===== config.mk =====
export PLATFORM = sky130hd
export DESIGN_NAME = int2float_norm
export DESIGN_NICKNAME = d
export VERILOG_FILES = /design/src/rtl/nrm_pkg.sv /design/src/rtl/nrm_fsm.sv /design/src/rtl/nrm_datapath.sv /design/src/rtl/nrm_expo.sv /design/src/rtl/int2float_norm.sv
export SDC_FILE = /design/constraint.sdc
export NUM_CORES = 1
export LEC_CHECK = 0
export ABC_AREA = 1
export BUFFER_PORTS_ARGS = -buffer_cell sky130_fd_sc_hd__buf_2
export CAP_MARGIN = 20
export CORE_ASPECT_RATIO = 1.4
export CORE_UTILIZATION = 50
export DETAILED_ROUTE_END_ITERATION = 12
export PLACE_DENSITY = 0.79
export SETUP_SLACK_MARGIN = 0.5
export SYNTH_ARGS = -nofsm -noshare
export SYNTH_HDL_FRONTEND = slang
export SYNTH_HIERARCHICAL = 1
export SYNTH_SLANG_ARGS = --single-unit

===== constraint.sdc =====
create_clock -name clk -period 2.7 [get_ports clk]
set_clock_uncertainty 0.05 [all_clocks]
set_input_delay 0.27 -clock clk [delete_from_list [all_inputs] [get_ports clk]]
set_output_delay 0.27 -clock clk [all_outputs]
set_load 0.01 [all_outputs]

===== src/rtl/nrm_pkg.sv =====
package nrm_pkg;
    typedef enum logic [1:0] {
        ST_IDLE = 2'd0,
        ST_SCAN = 2'd1,
        ST_FINE = 2'd2,
        ST_DONE = 2'd3
    } nrm_state_e;
endpackage


===== src/rtl/nrm_fsm.sv =====
module nrm_fsm
    import nrm_pkg::*;
(
    input  logic       clk,
    input  logic       rst_n,
    input  logic       start,
    input  logic       top_zero,
    input  logic       last_byte,
    input  logic       msb_set,
    output nrm_state_e state
);
    nrm_state_e state_q;
    nrm_state_e state_d;

    always_ff @(posedge clk or negedge rst_n) begin
        if (!rst_n) state_q <= ST_IDLE;
        else        state_q <= state_d;
    end

    always_comb begin
        state_d = state_q;
        unique case (state_q)
            ST_IDLE: if (start) state_d = ST_SCAN;
            ST_SCAN: begin
                if (!top_zero)     state_d = ST_FINE;
                else if (last_byte) state_d = ST_DONE;
            end
            ST_FINE: if (msb_set) state_d = ST_DONE;
            ST_DONE: state_d = ST_IDLE;
            default: state_d = ST_IDLE;
        endcase
    end

    assign state = state_q;

    // a running conversion never returns straight to idle
    a_r7_no_restart: assert property (@(posedge clk) disable iff (!rst_n)
        (state_q == ST_SCAN || state_q == ST_FINE) |=> (state_q != ST_IDLE));

    // the completion state lasts one cycle
    a_r6_done_once: assert property (@(posedge clk) disable iff (!rst_n)
        (state_q == ST_DONE) |=> (state_q == ST_IDLE));
endmodule


===== src/rtl/nrm_datapath.sv =====
module nrm_datapath
    import nrm_pkg::*;
#(
    parameter int DATA_W = 64,
    parameter int STEP_W = 8,
    localparam int CNT_W = $clog2(DATA_W)
) (
    input  logic              clk,
    input  logic              rst_n,
    input  nrm_state_e        state,
    input  logic              start,
    input  logic [DATA_W-1:0] din,
    output logic [DATA_W-1:0] work,
    output logic [CNT_W-1:0]  shift_cnt,
    output logic              is_zero,
    output logic              top_zero,
    output logic              last_byte,
    output logic              msb_set
);
    localparam int LAST_CNT = DATA_W - STEP_W;

    logic [DATA_W-1:0] work_q;
    logic [CNT_W-1:0]  cnt_q;
    logic              zero_q;

    assign top_zero  = (work_q[DATA_W-1 -: STEP_W] == '0);
    assign last_byte = (cnt_q == CNT_W'(LAST_CNT));
    assign msb_set   = work_q[DATA_W-1];

    always_ff @(posedge clk or negedge rst_n) begin
        if (!rst_n) begin
            work_q <= '0;
            cnt_q  <= '0;
            zero_q <= 1'b0;
        end else begin
            unique case (state)
                ST_IDLE: if (start) begin
                    work_q <= din;
                    cnt_q  <= '0;
                    zero_q <= 1'b0;
                end
                ST_SCAN: if (top_zero) begin
                    if (last_byte) begin
                        zero_q <= 1'b1;
                    end else begin
                        work_q <= work_q << STEP_W;
                        cnt_q  <= cnt_q + CNT_W'(STEP_W);
                    end
                end
                ST_FINE: if (!msb_set) begin
                    work_q <= work_q << 1;
                    cnt_q  <= cnt_q + CNT_W'(1);
                end
                ST_DONE: ;
                default: ;
            endcase
        end
    end

    assign work      = work_q;
    assign shift_cnt = cnt_q;
    assign is_zero   = zero_q;

    // the coarse phase only ever moves in whole bytes
    a_r4_byte_aligned: assert property (@(posedge clk) disable iff (!rst_n)
        (state == ST_SCAN) |-> (cnt_q % CNT_W'(STEP_W) == '0));

    // the working register holds while idle without a start
    a_r6_hold_idle: assert property (@(posedge clk) disable iff (!rst_n)
        (state == ST_IDLE && !start) |=> $stable(work_q));
endmodule


===== src/rtl/nrm_expo.sv =====
module nrm_expo #(
    parameter int DATA_W = 64,
    parameter int EXP_W  = 11,
    localparam int CNT_W = $clog2(DATA_W)
) (
    input  logic [CNT_W-1:0] shift_cnt,
    input  logic             is_zero,
    input  logic [EXP_W-1:0] bias,
    output logic [EXP_W-1:0] exponent
);
    logic [EXP_W-1:0] cnt_ext;
    assign cnt_ext = EXP_W'(shift_cnt);

    always_comb begin
        if (is_zero) exponent = '0;
        else         exponent = bias + EXP_W'(DATA_W - 1) - cnt_ext;
    end
endmodule


===== src/rtl/int2float_norm.sv =====
module int2float_norm
    import nrm_pkg::*;
#(
    parameter int DATA_W = 64,
    parameter int STEP_W = 8,
    parameter int EXP_W  = 11
) (
    input  logic              clk,
    input  logic              rst_n,
    input  logic              start,
    input  logic [DATA_W-1:0] din,
    input  logic [EXP_W-1:0]  exp_bias,
    output logic [DATA_W-1:0] mant,
    output logic [EXP_W-1:0]  exp_out,
    output logic              zero,
    output logic              done
);
    localparam int CNT_W = $clog2(DATA_W);

    nrm_state_e        state;
    logic [DATA_W-1:0] work;
    logic [CNT_W-1:0]  shift_cnt;
    logic              is_zero;
    logic              top_zero;
    logic              last_byte;
    logic              msb_set;
    logic [EXP_W-1:0]  exponent;

    nrm_fsm u_fsm (
        .clk       (clk),
        .rst_n     (rst_n),
        .start     (start),
        .top_zero  (top_zero),
        .last_byte (last_byte),
        .msb_set   (msb_set),
        .state     (state)
    );

    nrm_datapath #(.DATA_W(DATA_W), .STEP_W(STEP_W)) u_dp (
        .clk       (clk),
        .rst_n     (rst_n),
        .state     (state),
        .start     (start),
        .din       (din),
        .work      (work),
        .shift_cnt (shift_cnt),
        .is_zero   (is_zero),
        .top_zero  (top_zero),
        .last_byte (last_byte),
        .msb_set   (msb_set)
    );

    nrm_expo #(.DATA_W(DATA_W), .EXP_W(EXP_W)) u_exp (
        .shift_cnt (shift_cnt),
        .is_zero   (is_zero),
        .bias      (exp_bias),
        .exponent  (exponent)
    );

    always_comb begin
        done    = (state == ST_DONE);
        mant    = work;
        exp_out = exponent;
        zero    = is_zero;
    end

    // done is a single-cycle pulse
    a_r6_pulse: assert property (@(posedge clk) disable iff (!rst_n)
        done |=> !done);

    // a nonzero result carries the hidden one at the top
    a_r2_hidden_one: assert property (@(posedge clk) disable iff (!rst_n)
        (done && !zero) |-> mant[DATA_W-1]);

    // a zero result has an empty mantissa and exponent
    a_r5_zero_clear: assert property (@(posedge clk) disable iff (!rst_n)
        (done && zero) |-> (mant == '0 && exp_out == '0));
endmodule


==> flow_summary.yaml <==
run_status:
  status: "finished with violations"
  violations: "hold timing"
grt:
  grt.busiest_layer: "met2"
  grt_usage: 0.319
  grt_pass1_wl_mm: 29.2
  grt_pass1_vias: 5864
  met1_usage: 0.392
  grtUsageMet2: 0.548
  grt.overflow.total: 0
  grt_antenna_before_repair: 1
  grt_max_degree: 74
  met3_usage: 0.0456
cts:
  numCtsBuffers: 9
  hold_buffers: 0
  clk_transition_reported_paths_ns: 0.06
  clock-root-buffer: "clkbuf_16"
  clock_latency_ns: 0.34
  ctsLongestPathBuffers: 2
  ctsHtreeMaxLevel: 3
  cts_tree: "yes"
  clock_sinks: 73
critical_path:
  crit_chain: "inv_2, ha_4, ha_4, inv_2, fa_2, nand3b_1, nand2_2, nand3_2, nand3_2, nand2_1, nor2_2, buf_2"
  worstReg2RegStart: "u_fsm/state[1]$_DFFE_PN0P_"
  crit_type: "flop to output pin"
  crit_buf_inv: 3
  ff2ff_path_depth: 8
  cp-end-kind: "output pin"
  critPathLaunchType: "flop"
  critPathArrivalTime_ns: 2.26
  worstPathMaxFanout: 4
  r2r_end: "u_dp/work[19]$_DFFE_PN0P_"
  cp_slowest_cell: "dfrtp_1"
  reg2reg_slack_ns: 0.59
  crit_path_start: "u_dp/shift_cnt[1]$_DFFE_PN0P_"
  slowest_delay_ns: 0.36
  crit_family: "adder cells"
  cp.required_ns: 2.38
synthesis:
  synthTopCellsByArea: "dfrtp_1 (34%), nand2_1 (14%), a21oi_1 (11%)"
  ys_seq_area_frac: 0.336
  synth_top_area_share: 0.336
  postSynthAreaPerCell_um2: 6.76
  syn_area_um2: 5440
  synth_top_area_cell: "dfrtp_1"
  synthesis.nets: 909
  synth_cells: 804
  synth_top_family_by_area: "simple AND/OR/NAND/NOR gates"
  synth_adder_area_share: 0.0635
  synthSimpleGateAreaFrac: 0.374
  yosysWarnings: 6
  synthMuxAreaShare: 0
  synth-xor-area-share: 0.00161
  synth-seq-cells: 73
  synth_compound_area_frac: 0.131
  ys_types: 33
sta:
  rsz0062_at_grt: "yes"
  hold_violations: 2
  fin_ws_ns: 0.120
  slew_headroom: 0.345
  period_needed_ns: 2.58
  period_share: 0.955
  whs_ns: -0.0111
  drv_slew: 0
  setup_violations: 0
  setup_tns_ns: 0
  fmax_mhz: 388
  tightestPinTransition_ns: 0.982
job:
  maxCapViolCount: 0
pwr:
  power_leakage_nw: 3.56
  peakVddDrop_uv: 802
  p_per_area_nw_per_um2: 1480
routing:
  viasPerCell: 5.96
  ant_nets: 0
  dr.pass1.iters: 5
  routed_wl_mm: 18.2
  post_drt_wl_per_cell_um: 16.9
  route.detailed.drc: 0
  drt-initial-drc-count: 647
  dr_total_vias: 6411
floorplan:
  die_y_um: 125
  die_x_um: 90.1
  coreArea_um2: 10500
  start_util: 0.520
  ios: 155
  fp-row-count: 44
  die-area_um2: 11300
layout:
  syn2layout_area_growth_pct: 26.5
  regArea_um2: 1830
  fin_util: 0.657
  final_common_cell: "nand2_1"
  multiInputGateArea_um2: 3330
  fillers: 966
  fin_nets: 1037
  mostFrequentLayoutCells: "nand2_1 (203), buf_2 (153), a21oi_1 (118)"
  drive_gt1_frac: 0.266
placement:
  numPortBuffers: 154
  gp_congestion: 0.852
  pre_cts_ws_ns: 0.291
  hpwl_mm: 11.2
min_path:
  worst_hold_path_type: "input pin to asynchronous set/reset pin"
==> routing by layer <==
metal | wire (µm) | vias up | part of all wire
li1 | - | 2965 | -
met1 | 6770 | 2994 | 0.37
met2 | 9260 | 403 | 0.51
met3 | 1460 | 49 | 0.081
met4 | 660 | 0 | 0.036
met5 | 0 | - | 0
==> kinds of logic (layout without fill, tap and decap cells) <==
kind of cell / after synthesis / in the layout
AOI/OAI and AO/OA: 136 / 136
xor gates and xnor gates: 1 / 1
adders and majority gates: 27 / 27
buffers and inverters: 112 / 244
DFF: 73 / 73
other: 0 / 1
and+or+nand+nor: 455 / 456
==> timing repair <==
action	4_1_cts	5_1_grt
pin swaps	15	4
hold endpoints to repair	0	0
buffers inserted	8	3
resized for setup	28	12
setup endpoints to repair	50	75
cloned	1	0
==> power by group <==
| group | switching (mW) | total (mW) | leakage (nW) | internal, mW |
|---|---|---|---|---|
| clock network | 0.458 | 1.25 | 0.153 | 0.790 |
| logic | 4.24 | 6.71 | 2.48 | 2.46 |
| registers | 0.595 | 2.24 | 0.919 | 1.64 |
| total | 5.30 | 10.2 | 3.56 | 4.90 |
==> worst register-to-register path, cell delays in order, from the launching register on <==
cell and delay, ns:
dfrtp_1 0.47, inv_1 0.17, ha_4 0.46, inv_2 0.12, buf_12 0.20, a21oi_1 0.26
a21oi_1 0.12, nand4_1 0.11, nand2_1 0.06
==> through the flow <==
step	area (µm²)	cells	power (mW)
6_report	6880	1076	10.2
5_1_grt	6880	1076	11.0
4_1_cts	6800	1072	9.95
3_5_place_dp	6250	1047	8.46
3_3_place_gp	6250	1047	8.37
2_1_floorplan	5450	804	6.68
==> synthesized netlist by cell type (all sizes together) <==
master and count:
a211oi 1, a21oi 122, and2 1, buf 34
clkbuf 29, dfrtp 73, fa 1, ha 26
inv 49, nand2 212, nand3 86, nand3b 1
nand4 67, nor2 86, nor4 1, o211ai 1
o21a 2, o21ai 9, o21bai 1, or2 1
xor2 1
==> cell type report <==
cell class              instances  area share
multi-input cells             620       0.484
diodes                          1    0.000364
well taps                     138      0.0251
clock inverters                 2     0.00510
clock buffers                  14      0.0399
inverters                      49      0.0268
flip-flops and latches         73       0.266
repair buffers                179       0.152
==> sequential cells by signal, summed over array words and instances, names as in the netlist <==
name and count:
u_dp/is_zero 1, u_dp/shift_cnt 6, u_dp/work 64, u_fsm/state 2
==> how the worst max path moves through the flow <==
| stage | end | cells past startpoint |
|---|---|---|
| after floorplan | exp_out[9] | 11 |
| after global placement | exp_out[9] | 12 |
| after detailed placement | exp_out[9] | 12 |
| after CTS | exp_out[9] | 12 |
| after global routing | exp_out[9] | 12 |
| final | exp_out[9] | 12 |
Power figures use the tool's default switching activity.
